--- src/rtl/kbd_pkg.sv ---
package kbd_pkg;
  localparam int CMD_W   = 8;
  localparam int DWELL_W = 5;

  typedef enum logic [2:0] {
    OP_MODE   = 3'b000,
    OP_TIMING = 3'b001,
    OP_READ   = 3'b010,
    OP_CLEAR  = 3'b110,
    OP_ACK    = 3'b111
  } kbd_op_e;
endpackage

--- src/rtl/kbd_cmd.sv ---
module kbd_cmd
  import kbd_pkg::*;
#(
  parameter logic [DWELL_W-1:0] DWELL_RST = 5'd3
) (
  input  logic               clk,
  input  logic               rst,
  input  logic               cmd_we,
  input  logic [CMD_W-1:0]   cmd_byte,
  output logic               nkro,
  output logic [DWELL_W-1:0] dwell_lim,
  output logic               pop_stb,
  output logic               clr_stb,
  output logic               ack_stb
);
  logic [2:0] op;
  assign op = cmd_byte[CMD_W-1 -: 3];

  always_ff @(posedge clk) begin
    if (rst) begin
      nkro      <= 1'b0;
      dwell_lim <= DWELL_RST;
      pop_stb   <= 1'b0;
      clr_stb   <= 1'b0;
      ack_stb   <= 1'b0;
    end else begin
      pop_stb <= 1'b0;
      clr_stb <= 1'b0;
      ack_stb <= 1'b0;
      if (cmd_we) begin
        case (op)
          OP_MODE:   nkro      <= cmd_byte[0];
          OP_TIMING: dwell_lim <= cmd_byte[DWELL_W-1:0];
          OP_READ:   pop_stb   <= 1'b1;
          OP_CLEAR:  clr_stb   <= 1'b1;
          OP_ACK:    ack_stb   <= 1'b1;
          default:   ;
        endcase
      end
    end
  end


  unused_op_chk: assert property (@(posedge clk) disable iff (rst)
    (cmd_we && (op == 3'b011 || op == 3'b100 || op == 3'b101))
      |=> !(pop_stb || clr_stb || ack_stb));
endmodule

--- src/rtl/kbd_scan.sv ---
module kbd_scan
  import kbd_pkg::*;
#(
  parameter int ROWS = 8,
  parameter int COLS = 8
) (
  input  logic               clk,
  input  logic               rst,
  input  logic               nkro,
  input  logic [DWELL_W-1:0] dwell_lim,
  input  logic [COLS-1:0]    col_in,
  input  logic               shift_in,
  input  logic               ctrl_in,
  output logic [ROWS-1:0]    row_sel_o,
  output logic               push_o,
  output logic [1+1+$clog2(ROWS)+$clog2(COLS)-1:0] key_o
);
  localparam int ROW_W   = $clog2(ROWS);
  localparam int COL_W   = $clog2(COLS);

  logic [DWELL_W-1:0]         dwell_cnt;
  logic [ROW_W-1:0]           row_idx;
  logic [ROW_W-1:0]           row_nxt;
  logic [ROWS-1:0][COLS-1:0]  prev_q;
  logic [ROWS-1:0][COLS-1:0]  held_q;
  logic [COLS-1:0]            cand;
  logic [COLS-1:0]            pick_mask;
  logic [COL_W-1:0]           pick_col;
  logic                       pick_vld;
  logic                       sample;
  logic                       accept;

  assign sample  = dwell_cnt >= dwell_lim;
  assign row_nxt = (row_idx == ROW_W'(ROWS-1)) ? '0 : row_idx + 1'b1;

  always_comb begin
    cand     = col_in & prev_q[row_idx] & ~held_q[row_idx];
    pick_vld = 1'b0;
    pick_col = '0;
    for (int c = COLS-1; c >= 0; c--) begin
      if (cand[c]) begin
        pick_vld = 1'b1;
        pick_col = COL_W'(c);
      end
    end
  end

  assign accept    = sample && pick_vld && (nkro || !(|held_q));
  assign pick_mask = accept ? (COLS'(1) << pick_col) : '0;

  always_ff @(posedge clk) begin
    if (rst) begin
      dwell_cnt <= '0;
      row_idx   <= '0;
      row_sel_o <= ROWS'(1);
      prev_q    <= '0;
      held_q    <= '0;
      push_o    <= 1'b0;
      key_o     <= '0;
    end else begin
      push_o <= 1'b0;
      if (sample) begin
        dwell_cnt        <= '0;
        row_idx          <= row_nxt;
        row_sel_o        <= ROWS'(1) << row_nxt;
        prev_q[row_idx]  <= col_in;
        held_q[row_idx]  <= (held_q[row_idx] & (col_in | prev_q[row_idx])) | pick_mask;
        push_o           <= accept;
        key_o            <= {ctrl_in, shift_in, row_idx, pick_col};
      end else begin
        dwell_cnt <= dwell_cnt + 1'b1;
      end
    end
  end


  row_onehot_chk: assert property (@(posedge clk) disable iff (rst)
    $onehot(row_sel_o));


  row_step_chk: assert property (@(posedge clk) disable iff (rst)
    !$stable(row_sel_o) |->
      row_sel_o == {$past(row_sel_o[ROWS-2:0]), $past(row_sel_o[ROWS-1])});


  lockout_chk: assert property (@(posedge clk) disable iff (rst)
    (push_o && $past(!nkro)) |-> $past(held_q == '0));
endmodule

--- src/rtl/kbd_fifo.sv ---
module kbd_fifo #(
  parameter int DEPTH = 8,
  parameter int W     = 8
) (
  input  logic         clk,
  input  logic         rst,
  input  logic         push,
  input  logic [W-1:0] din,
  input  logic         pop,
  input  logic         clr,
  output logic [W-1:0] dout,
  output logic         empty_o,
  output logic         stored_o,
  output logic         overrun_o
);
  localparam int AW = $clog2(DEPTH);
  localparam int CW = AW + 1;

  logic [W-1:0]  mem [DEPTH];
  logic [AW-1:0] wptr;
  logic [AW-1:0] rptr;
  logic [CW-1:0] count;
  logic          full;
  logic          wr_ok;
  logic          rd_ok;

  assign full     = count == CW'(DEPTH);
  assign empty_o  = count == '0;
  assign wr_ok    = push && !full && !clr;
  assign rd_ok    = pop && !empty_o && !clr;
  assign stored_o = wr_ok;

  always_ff @(posedge clk) begin
    if (wr_ok) mem[wptr] <= din;
  end

  always_ff @(posedge clk) begin
    if (rst) begin
      wptr      <= '0;
      rptr      <= '0;
      count     <= '0;
      overrun_o <= 1'b0;
      dout      <= '0;
    end else if (clr) begin
      wptr      <= '0;
      rptr      <= '0;
      count     <= '0;
      overrun_o <= 1'b0;
    end else begin
      if (wr_ok) wptr <= wptr + 1'b1;
      if (rd_ok) begin
        rptr <= rptr + 1'b1;
        dout <= mem[rptr];
      end
      count <= count + CW'(wr_ok) - CW'(rd_ok);
      if (push && full) overrun_o <= 1'b1;
    end
  end


  count_bound_chk: assert property (@(posedge clk) disable iff (rst)
    count <= CW'(DEPTH));


  overrun_rise_chk: assert property (@(posedge clk) disable iff (rst)
    $rose(overrun_o) |-> $past(push && count == CW'(DEPTH)));


  drop_chk: assert property (@(posedge clk) disable iff (rst)
    (push && count == CW'(DEPTH) && !pop && !clr) |=> count == CW'(DEPTH));
endmodule

--- src/rtl/kbd_matrix_scanner.sv ---
module kbd_matrix_scanner
  import kbd_pkg::*;
#(
  parameter int ROWS      = 8,
  parameter int COLS      = 8,
  parameter int DEPTH     = 8,
  parameter int DWELL_RST = 3
) (
  input  logic                 clk,
  input  logic                 rst,
  output logic [ROWS-1:0]      row_sel_o,
  input  logic [COLS-1:0]      col_in,
  input  logic                 shift_in,
  input  logic                 ctrl_in,
  input  logic                 cmd_we,
  input  logic [CMD_W-1:0]     cmd_byte,
  output logic [2+$clog2(ROWS)+$clog2(COLS)-1:0] rd_data,
  output logic                 irq_o,
  output logic                 overrun_o
);
  localparam int ENTRY_W = 2 + $clog2(ROWS) + $clog2(COLS);

  logic               nkro;
  logic [DWELL_W-1:0] dwell_lim;
  logic               pop_stb;
  logic               clr_stb;
  logic               ack_stb;
  logic               push;
  logic [ENTRY_W-1:0] key;
  logic               fifo_empty;
  logic               stored;
  logic               ack_q;

  kbd_cmd #(.DWELL_RST(DWELL_W'(DWELL_RST))) u_cmd (
    .clk       (clk),
    .rst       (rst),
    .cmd_we    (cmd_we),
    .cmd_byte  (cmd_byte),
    .nkro      (nkro),
    .dwell_lim (dwell_lim),
    .pop_stb   (pop_stb),
    .clr_stb   (clr_stb),
    .ack_stb   (ack_stb)
  );

  kbd_scan #(.ROWS(ROWS), .COLS(COLS)) u_scan (
    .clk       (clk),
    .rst       (rst),
    .nkro      (nkro),
    .dwell_lim (dwell_lim),
    .col_in    (col_in),
    .shift_in  (shift_in),
    .ctrl_in   (ctrl_in),
    .row_sel_o (row_sel_o),
    .push_o    (push),
    .key_o     (key)
  );

  kbd_fifo #(.DEPTH(DEPTH), .W(ENTRY_W)) u_fifo (
    .clk       (clk),
    .rst       (rst),
    .push      (push),
    .din       (key),
    .pop       (pop_stb),
    .clr       (clr_stb),
    .dout      (rd_data),
    .empty_o   (fifo_empty),
    .stored_o  (stored),
    .overrun_o (overrun_o)
  );

  always_ff @(posedge clk) begin
    if (rst) begin
      ack_q <= 1'b0;
      irq_o <= 1'b0;
    end else begin
      if (stored)       ack_q <= 1'b0;
      else if (ack_stb) ack_q <= 1'b1;
      irq_o <= !fifo_empty && !ack_q;
    end
  end


  clear_irq_chk: assert property (@(posedge clk) disable iff (rst)
    clr_stb |=> ##1 !irq_o);


  irq_rise_chk: assert property (@(posedge clk) disable iff (rst)
    $rose(irq_o) |-> $past(!fifo_empty));
endmodule

--- config.mk ---
export PLATFORM = sky130hd
export DESIGN_NAME = kbd_matrix_scanner
export DESIGN_NICKNAME = d
export VERILOG_FILES = /design/src/rtl/kbd_pkg.sv /design/src/rtl/kbd_cmd.sv /design/src/rtl/kbd_scan.sv /design/src/rtl/kbd_fifo.sv /design/src/rtl/kbd_matrix_scanner.sv
export SDC_FILE = /design/constraint.sdc
export NUM_CORES = 1
export LEC_CHECK = 0
export ABC_AREA = 1
export CORE_MARGIN = 3
export CORE_UTILIZATION = 35
export DETAILED_ROUTE_END_ITERATION = 6
export PLACE_DENSITY_LB_ADDON = 0.3
export RECOVER_POWER = 50
export SLEW_MARGIN = 20
export SYNTH_ARGS = -nofsm -noshare
export SYNTH_HDL_FRONTEND = slang
export SYNTH_SLANG_ARGS = --single-unit
--- constraint.sdc ---
create_clock -name clk -period 2.7 [get_ports clk]
set_clock_uncertainty 0.15 [all_clocks]
set_input_delay 0.54 -clock clk [delete_from_list [all_inputs] [get_ports clk]]
set_output_delay 0.54 -clock clk [all_outputs]
set_load 0.05 [all_outputs]
==> results.sh, run 1 <==
export IMPL_run_status="finished, final reports clean"
export IMPL_path_cells="buf_12 > nand2_1 > nand3_1 > nand2_1 > nor2_1 > nand3_1 > nand2_2 > nor2_4 > nand3b_4 > inv_2 > nand4_2 > buf_4 > nand3_1 > nand2_1 > inv_1"
export IMPL_synth_edf_count=64
export IMPL_total_power_mw=12.3
export IMPL_grt_max_degree=65
export IMPL_r2r_start="u_scan.row_idx[0]"
export IMPL_grt_pass1_vias=9386
export IMPL_ys_flop_type="dfxtp_1"
export IMPL_core_um2=31800
export IMPL_grtUsageTotal_pct=17.7
export IMPL_cp_start_kind="flip-flop"
export IMPL_synth_seq_cells=247
export IMPL_r2r_end="u_scan.held_q[37]"
export IMPL_synthCells=1466
export IMPL_avgViaCountPerCell=4.91
export IMPL_finalNetCount=1582
export IMPL_required_ns=3.03
export IMPL_fmax_ghz=0.402
export IMPL_worst_pin_slew_ns=0.660
export IMPL_cts_sinks=247
export IMPL_rr_worst_depth=15
export IMPL_cellPowerDensity_nw_per_um2=904
export IMPL_die_area_um2=34800
export IMPL_min_path_cells=2
export IMPL_diodes=0
export IMPL_die_height_um=187
export IMPL_cts_tree="done"
export IMPL_cts_max_level=1
export IMPL_insertion_delay_ns=0.54
export IMPL_wirelength_um=31800
export IMPL_grt_pass1_wl_um=50700
export IMPL_numPortBuffers=38
export IMPL_pwr_share_seq_pct=34.8
export IMPL_syn_area_per_cell_um2=7.78
export IMPL_r2r_slack_ns=0.21
export IMPL_min_path_type="flip-flop to flip-flop"
export IMPL_boundaryPins=39
export IMPL_slew_headroom_pct=56.0
export IMPL_power_internal_mw=7.73
export IMPL_drtIter0Drc=578
export IMPL_die_w_um=187
export IMPL_cap_viol_max_count=0
export IMPL_drive_gt1_share_pct=9.99
export IMPL_worst_setup_path_end_kind="flip-flop"
export IMPL_p_comb_share_pct=35.3
export IMPL_setup_viol=0
export IMPL_hpwlAfterDp_um=21800
export IMPL_fin_crit_ns=2.49
export IMPL_crit_arrival_ns=2.82
export IMPL_ctsHoldBuffers=0
export IMPL_grt_overflow=0
export IMPL_cp_slowest_cell="dfxtp_2"
export IMPL_final_cell_mix="nand2_1, inv_1, dfxtp_1"
export IMPL_synthArstFlopShare_pct=0
export IMPL_path_max_fanout=43
export IMPL_whs_endpoint="u_scan.prev_q[21]"
export IMPL_syn_nets=1508
export IMPL_drc=0
export IMPL_ys_warnings_count=0
export IMPL_clkPwrFrac_pct=30.0
export IMPL_p_leak_nw=5.81
export IMPL_yosysSeqAreaShare_pct=49.0
export IMPL_start_util_pct=35.9
export IMPL_cts_buffers_inserted=27
export IMPL_clk_pin_slew_worst_paths_ns=0.06
export IMPL_final_common_cell="nand2_1"
export IMPL_netSwitchingPower_mw=4.55
export IMPL_grt_antenna_before_repair=1
export IMPL_ant_nets=0
export IMPL_vias=9801
export IMPL_worstSetupPathType="flip-flop to flip-flop"
export IMPL_fin_crit_sh_pct=92.1
export IMPL_slew_viol_final=0
export IMPL_min_from="u_scan.prev_q[21]"
export IMPL_place_congestion=0.893
export IMPL_drt_wirelength_per_cell_um=15.9
export IMPL_cts_root_buf="clkbuf_16"
export IMPL_vdd_drop_max_v=0.000605
export IMPL_syn_to_final_growth_pct=19.2
export IMPL_clockBufferDepth=3
export IMPL_hold_viol_final=0
export IMPL_synthDistinctLibCells=44
export IMPL_rows=65
export IMPL_swShare_pct=37.0
export IMPL_max_stage_delay_ns=0.42
export IMPL_whs_ns=0.302
export IMPL_first_pass_iters=5
export IMPL_synthesis_area_um2=11400
Yosys cell counts (3+ instances only):
cell type	count	area, µm²
buf_6	3	33.8
o221ai_1	8	70.1
inv_1	249	935
nand2_4	3	33.8
buf_4	3	22.5
nand4_1	22	138
nor2_1	93	349
o22ai_1	16	100
clkinv_1	4	15.0
nor3_1	4	20.0
nor2_4	5	56.3
edfxtp_1	64	1920
buf_2	11	55.1
xor2_1	3	26.3
o211ai_1	13	97.6
nand2_1	265	995
inv_2	6	22.5
nand3_2	5	50.1
nand3_1	129	646
o21ai_0	111	556
buf_1	6	22.5
nand3_4	3	52.6
ha_1	20	250
dfxtp_1	183	3660
a32o_1	7	70.1
a21oi_1	151	756
o21ai_1	8	40.0
nand2_2	7	43.8
clkbuf_1	47	176
a22o_1	3	26.3
metrics by stage:
stage,instance area [µm²],setup slack (ns),instances,utilization [%],TNS (ns)
finish,13600,0.214,1996,42.7,0
CTS,13600,0.00327,1995,42.7,0
global route,13600,-0.000963,1996,42.7,-0.000963
detailed placement,12700,0.0195,1945,39.9,0
floorplan,11400,0.279,1466,-,0
global placement,12700,0.0478,1945,39.9,0
cell type report:
type	count	area [µm²]
clock buffer	37	773
sequential	247	5590
timing repair buffer	115	1040
clock inverter	13	119
inverter	261	987
multi-input combinational	888	4540
fill	3208	18200
tap	435	544
worst max path at each step:
stage / start / to / slack [ns] / cells after the start
final: u_scan.row_idx[0] / u_scan.held_q[37] / 0.21 / 15
after global routing: u_scan.row_idx[0] / u_scan.held_q[31] / -0.001 / 14
after CTS: u_scan.row_idx[1] / u_scan.held_q[4] / 0.003 / 18
after detailed placement: u_scan.row_idx[1] / u_scan.held_q[4] / 0.02 / 18
after global placement: u_scan.row_idx[1] / u_scan.held_q[4] / 0.05 / 18
after floorplan: u_fifo.count[2] / u_fifo.count[2] / 0.28 / 13
per-layer routing:
metal,wire [µm],track usage [%],share of wire [%]
met5,0,0,0
met4,697,4.57,2.2
met3,1320,2.39,4.1
met2,15100,30.4,48
met1,14700,23.7,46
cell families (layout without fill, tap and decap cells):
| group | Yosys count | after routing | synth area share, % |
|---|---|---|---|
| AND/OR/NAND/NOR | 543 | 543 | 21.7 |
| buffers and inverters | 331 | 426 | 11.4 |
| AO/OA/AOI/OAI | 321 | 321 | 15.3 |
| flip-flops | 247 | 247 | 49.0 |
| adder cells (fa/ha/maj) | 21 | 21 | 2.37 |
| XOR/XNOR | 3 | 3 | 0.230 |
power by group through the flow:
stage / Clock, mW / Combinational, mW / Sequential, mW
finish: 3.68 / 4.33 / 4.27
detailed placement: 0 / 4.23 / 4.35
global route: 3.93 / 4.78 / 4.30
CTS: 3.77 / 4.24 / 4.27
global placement: 0 / 4.20 / 4.34
floorplan: 0 / 2.83 / 4.36
worst max-delay path, delay by kind of cell, from the launching register on:
kind | cells | cell delay (ns)
and+or+nand+nor | 11 | 1.23
DFF | 1 | 0.42
buffers and inverters | 4 | 0.63
registers in the layout, summed over array words and instances (netlist names):
signal,cells
ack_q,1
irq_o,1
u_cmd.ack_stb,1
u_cmd.clr_stb,1
u_cmd.dwell_lim,5
u_cmd.nkro,1
u_cmd.pop_stb,1
u_fifo.count,4
u_fifo.dout,8
u_fifo.mem,64
u_fifo.overrun_o,1
u_fifo.rptr,3
u_fifo.wptr,3
u_scan.dwell_cnt,5
u_scan.held_q,64
u_scan.key_o,8
u_scan.prev_q,64
u_scan.push_o,1
u_scan.row_idx,3
u_scan.row_sel_o,8
what timing repair did:
item                                    4_1_cts  5_1_grt
endpoints found under the hold margin         0        0
endpoints found under the setup margin        0       92
gates resized for setup                       0       11
buffers inserted                              0        1
No activity file was read; power rests on OpenSTA's default activity.
==> inputs of run 2 (changes only) <==
--- a/config.mk
+++ b/config.mk
@@ -10,8 +10,9 @@
 export CORE_UTILIZATION = 35
 export DETAILED_ROUTE_END_ITERATION = 6
 export PLACE_DENSITY_LB_ADDON = 0.3
-export RECOVER_POWER = 50
+export RECOVER_POWER = 100
 export SLEW_MARGIN = 20
 export SYNTH_ARGS = -nofsm -noshare
 export SYNTH_HDL_FRONTEND = slang
+export SYNTH_HIERARCHICAL = 1
 export SYNTH_SLANG_ARGS = --single-unit
==> run 2 against run 1 <==
Effect of this change:
- worst setup slack lost 0.16 ns
- utilization grew 0.73 points
- combinational power hardly changed
- count of clock-buffer cells in the layout rose by 3
- synthesized cell count is 8.3% higher
- sequential power about the same
- power up 1.9%
- register-to-register slack got worse by 0.16 ns
- synthesized area is 3.1% higher
- hold slack hardly changed
- non-clock buffer count increased by 13
- clock power up 6.0%
- critical path type unchanged
==> results.sh, run 2 <==
export IMPL_run_status="finished, final reports clean"
export IMPL_drive_gt1_share_pct=11.5
export IMPL_cellPowerDensity_nw_per_um2=878
export IMPL_min_path_type="flip-flop to flip-flop"
export IMPL_rows=66
export IMPL_dp_cells=2073
export IMPL_worst_setup_path_end_kind="flip-flop"
export IMPL_boundaryPins=39
export IMPL_grt_overflow=0
export IMPL_slew_viol_final=0
export IMPL_fin_crit_sh_pct=98.0
export IMPL_max_stage_delay_ns=0.38
export IMPL_numPortBuffers=38
export IMPL_top_regs="u_fifo/mem: 64 flops, u_scan/held_q: 64 flops, u_scan/prev_q: 64 flops"
export IMPL_nFillCells=3311
export IMPL_syn_to_final_growth_pct=21.2
export IMPL_synth_seq_cells=247
export IMPL_hpwlAfterDp_um=22100
export IMPL_clk_pin_slew_worst_paths_ns=0.06
export IMPL_die_area_um2=35800
export IMPL_start_util_pct=35.9
export IMPL_clockBufferDepth=3
export IMPL_cap_viol_max_count=0
export IMPL_grt_pass1_vias=9578
export IMPL_die_height_um=189
export IMPL_drc=0
export IMPL_path_cells="inv_4 > nor2_4 > buf_12 > clkbuf_16 > nand3_1 > nand2_2 > nor2_4 > nand3_4 > nand2_4 > nand3_4 > a21oi_4 > clkinv_4 > nand4_4 > nand3_1 > nand2_1 > inv_1"
export IMPL_min_path_cells=2
export IMPL_ant_nets=0
export IMPL_place_congestion=0.934
export IMPL_diodes=0
export IMPL_fin_cells=2138
export IMPL_avgViaCountPerCell=4.87
export IMPL_cp_slowest_cell="dfxtp_4"
export IMPL_crit_start="u_scan/row_idx[1]"
export IMPL_cts_max_level=1
export IMPL_grt_antenna_before_repair=0
export IMPL_fin_crit_ns=2.64
export IMPL_slew_headroom_pct=56.4
export IMPL_rr_worst_depth=16
export IMPL_core_um2=32800
export IMPL_die_w_um=189
export IMPL_syn_nets=1625
export IMPL_rsz0062_at_grt="yes"
export IMPL_drtIter0Drc=892
export IMPL_vias=10410
export IMPL_final_cell_mix="nand2_1, inv_1, nand3_1"
export IMPL_synth_area_leaders="dfxtp_1, edfxtp_1, nand2_1, inv_1, nand3_1"
export IMPL_synth_common_cells="nand2_1, inv_1, nand3_1"
export IMPL_cts_tree="done"
export IMPL_crit_arrival_ns=2.93
export IMPL_total_power_mw=12.5
export IMPL_min_from="u_fifo/overrun_o"
export IMPL_hold_viol_final=0
export IMPL_synthCells=1587
export IMPL_p_leak_nw=6.40
export IMPL_final_common_cell="nand2_1"
export IMPL_setup_viol=0
export IMPL_synth_most_common_cell="nand2_1"
export IMPL_drt_wirelength_per_cell_um=15.9
export IMPL_synthDistinctLibCells=39
export IMPL_first_pass_iters=6
export IMPL_synth_edf_count=64
export IMPL_r2r_start="u_scan/row_idx[1]"
export IMPL_synthesis_area_um2=11800
export IMPL_syn_area_per_cell_um2=7.41
export IMPL_ctsHoldBuffers=0
export IMPL_path_max_fanout=8
export IMPL_worstSetupPathType="flip-flop to flip-flop"
export IMPL_vdd_drop_max_v=0.000595
export IMPL_ys_warnings_count=6
export IMPL_yosysTopAreaCell="dfxtp_1"
export IMPL_cts_root_buf="clkbuf_16"
export IMPL_netlist_area_leader_share_pct=31.2
export IMPL_wirelength_um=33900
export IMPL_cts_sinks=247
export IMPL_required_ns=2.99
export IMPL_worst_pin_slew_ns=0.654
export IMPL_grt_pass1_wl_um=52100
export IMPL_finalNetCount=1712
export IMPL_grtUsageTotal_pct=18.0
export IMPL_insertion_delay_ns=0.54
export IMPL_whs_ns=0.302
export IMPL_synthArstFlopShare_pct=0
export IMPL_fmax_ghz=0.378
export IMPL_cts_buffers_inserted=28
export IMPL_cp_start_kind="flip-flop"
export IMPL_yosysSeqAreaShare_pct=47.5
export IMPL_ys_flop_type="dfxtp_1"
export IMPL_grt_max_degree=65
==> run 2: metrics by stage <==
step                      setup WS [ns]  utilization [%]  instance area, µm²  setup TNS, ns
after floorplan                   0.311                -               11800              0
after global placement          -0.0384             39.7               13000         -0.250
after detailed placement         -0.105             39.7               13000          -2.07
after CTS                        0.0218             42.7               14000              0
after global routing            -0.0500             43.5               14200         -0.265
final                            0.0552             43.5               14200              0
==> run 2: final timing paths <==
kind | end | slack, ns
worst min-delay path | u_fifo/overrun_o | 0.30
worst max register to register | u_scan/held_q[9] | 0.06
worst min register to register | u_fifo/overrun_o | 0.30
worst max-delay path | u_scan/held_q[9] | 0.06
==> run 2: per-layer routing <==
metal  wire, µm  global-route usage [%]  share of wire [%]
met1      15000                    24.7                 44
met2      15300                    29.0                 45
met4       1040                    5.72                3.1
met3       2580                    3.04                7.6
met5          0                       0                  0
==> run 2: power by group <==
part	leakage (nW)	total, mW	internal (mW)	switching (mW)
Combinational	3.85	4.36	1.52	2.84
Sequential	2.07	4.25	4.10	0.157
Clock	0.479	3.90	2.40	1.50
Total	6.40	12.5	8.02	4.49
==> run 2: critical path: cells and delay by family (launching register included) <==
family,cells,cell delay (ns)
compound gates,1,0.33
buf+inv,5,0.58
flops,1,0.38
simple gates,10,1.10
==> run 2: cell families (layout without fill, tap and decap cells) <==
family	after synthesis	in the layout	synth area share [%]
and+or+nand+nor	686	686	26.0
buffers and inverters	388	497	13.2
DFF	247	247	47.5
AOI/OAI and AO/OA	245	245	11.2
adders and majority gates	17	17	1.87
xor gates and xnor gates	4	4	0.298
==> run 2: area by class of cell <==
type,instances,area (µm²),area share (%)
Multi-Input combinational cell,952,4750,33.3
Timing Repair Buffer,128,1180,8.32
Tap cell,442,553,3.88
Clock inverter,12,133,0.931
Inverter,317,1210,8.49
Sequential cell,247,5590,39.3
Clock buffer,40,827,5.80
==> run 2: timing repair <==
action | CTS | global route
pin swaps | 0 | 5
setup buffers | 0 | 10
endpoints found under the setup margin | 61 | 81
cloned | 0 | 3
gates resized for setup | 6 | 42
==> inputs of run 3 (changes only) <==
--- a/config.mk
+++ b/config.mk
@@ -6,6 +6,7 @@
 export NUM_CORES = 1
 export LEC_CHECK = 0
 export ABC_AREA = 1
+export CORE_ASPECT_RATIO = 0.5
 export CORE_MARGIN = 3
 export CORE_UTILIZATION = 35
 export DETAILED_ROUTE_END_ITERATION = 6
==> run 3 against run 2 <==
Effect of this change:
- worst setup slack improved by 0.030 ns
- clock power decreased by 15%
- highest routed layer unchanged
- die area increased by 0.37%
- register-to-register slack gained 0.03 ns
- first-iteration DRC count is 0.90% higher
- combinational power decreased by 2%
- non-clock buffer count rose by 11
==> results.sh, run 3 (synthesis results as in run 2) <==
export IMPL_run_status="finished, final reports clean"
export IMPL_fmax_ghz=0.382
export IMPL_drive_gt1_share_pct=11.8
export IMPL_finalNetCount=1719
export IMPL_grt_max_degree=65
export IMPL_die_area_um2=36000
export IMPL_cts_root_buf="clkbuf_16"
export IMPL_grt_pass1_wl_um=51300
export IMPL_final_core_util_pct=43.5
export IMPL_cts_sinks=247
export IMPL_final_common_cell="nand2_1"
export IMPL_worst_setup_path_end_kind="flip-flop"
export IMPL_cts_tree="done"
export IMPL_place_congestion=0.905
export IMPL_slew_viol_final=0
export IMPL_p_leak_nw=6.29
export IMPL_wirelength_um=32800
export IMPL_vias=10231
export IMPL_path_max_fanout=8
export IMPL_top_regs="u_fifo/mem: 64 flops, u_scan/held_q: 64 flops, u_scan/prev_q: 64 flops"
export IMPL_worst_pin_slew_ns=0.842
export IMPL_dp_cells=2074
export IMPL_cts_max_level=1
export IMPL_start_util_pct=36.3
export IMPL_grtUsageTotal_pct=17.8
export IMPL_boundaryPins=39
export IMPL_core_um2=32400
export IMPL_drc=0
export IMPL_clk_pin_slew_worst_paths_ns=0.06
export IMPL_hpwlAfterDp_um=22100
export IMPL_cap_viol_max_count=0
export IMPL_diodes=0
export IMPL_numPortBuffers=38
export IMPL_final_area_um2=14100
export IMPL_rsz0062_at_grt="yes"
export IMPL_cp_start_kind="flip-flop"
export IMPL_min_path_type="input pin to flip-flop"
export IMPL_slew_headroom_pct=43.9
export IMPL_final_cell_mix="nand2_1, inv_1, dfxtp_1, nand3_1, a21oi_1"
export IMPL_vdd_drop_max_v=0.000501
export IMPL_worstSetupPathType="flip-flop to flip-flop"
export IMPL_nFillCells=3285
export IMPL_drtIter0Drc=900
export IMPL_die_w_um=265
export IMPL_setup_viol=0
export IMPL_placed_area_um2=13000
export IMPL_fin_cells=2131
export IMPL_ant_nets=0
export IMPL_total_power_mw=11.9
export IMPL_crit_arrival_ns=2.95
export IMPL_grt_antenna_before_repair=0
export IMPL_tns_ns=0
export IMPL_cts_buffers_inserted=24
export IMPL_rows=46
export IMPL_preCtsSetupSlack_ns=-0.0192
export IMPL_grt_pass1_vias=9212
export IMPL_ctsHoldBuffers=0
export IMPL_insertion_delay_ns=0.54
export IMPL_grt_overflow=0
export IMPL_fin_crit_sh_pct=96.9
export IMPL_fin_crit_ns=2.62
export IMPL_syn_to_final_growth_pct=19.9
export IMPL_avgViaCountPerCell=4.80
export IMPL_die_height_um=136
export IMPL_required_ns=3.03
export IMPL_cellPowerDensity_nw_per_um2=841
export IMPL_hold_viol_final=0
export IMPL_timing_final_ws_setup_ns=0.0849
export IMPL_first_pass_iters=7
export IMPL_whs_ns=0.291
export IMPL_clockBufferDepth=3
export IMPL_drt_wirelength_per_cell_um=15.4
## run 3: cell count changes in the layout (fill, tap and decap cells not counted), moves of 3 or more
cell	previous run	this run
buf_4	58	76
clkdlybuf4s50_1	18	36
dlygate4sd3_1	19	1
nand3_2	4	13
nand3_1	187	180
clkinv_2	7	2
buf_12	9	5
clkbuf_16	32	28
clkinvlp_2	0	3
nor2_1	74	77
## run 3: area by class of cell
| class | instances | area, µm² | area share (%) |
|---|---|---|---|
| Clock inverter | 7 | 58.8 | 0.417 |
| Inverter | 317 | 1210 | 8.58 |
| Multi-Input combinational cell | 952 | 4730 | 33.6 |
| Sequential cell | 247 | 5590 | 39.7 |
| Tap cell | 432 | 541 | 3.83 |
| Timing Repair Buffer | 139 | 1250 | 8.86 |
| Clock buffer | 37 | 711 | 5.04 |
## run 3: layer usage
layer | global-route usage (%) | vias up | wire [µm]
met4 | 3.88 | 0 | 531
li1 | - | 5231 | -
met1 | 25.7 | 4677 | 15700
met5 | 0 | - | 0
met2 | 28.1 | 276 | 14400
met3 | 2.96 | 47 | 2180
## run 3: what timing repair did
action | CTS | global route
resized for setup | 3 | 47
pin swaps | 0 | 5
gates cloned | 0 | 3
endpoints found under the setup margin | 14 | 66
setup buffers | 0 | 10
## run 3: final timing paths
path	to	cells after the start	startpoint	slack, ns
min	u_scan/push_o	2	rst	0.29
max	u_scan/held_q[27]	16	u_scan/row_idx[0]	0.08
min reg2reg	u_scan/prev_q[47]	2	u_scan/prev_q[47]	0.30
max reg2reg	u_scan/held_q[27]	16	u_scan/row_idx[0]	0.08
## run 3: worst max-delay path, cell delays in order (launching register included)
cell and delay [ns]:
dfxtp_4 0.41, clkinv_8 0.10, clkbuf_4 0.20, nand2_1 0.08
nand3_1 0.11, nand2_1 0.11, nor2_1 0.13, nand3_1 0.14
nand2_2 0.14, nand3_2 0.10, a21oi_4 0.24, buf_6 0.16
buf_4 0.12, nand4_4 0.17, nand3_1 0.13, nand2_1 0.05
inv_1 0.04
## run 3: power breakdown
| part | total [mW] | switching (mW) | internal, mW |
|---|---|---|---|
| Clock | 3.32 | 1.42 | 1.90 |
| Combinational | 4.27 | 2.72 | 1.55 |
| Sequential | 4.26 | 0.167 | 4.10 |
| Total | 11.9 | 4.30 | 7.55 |
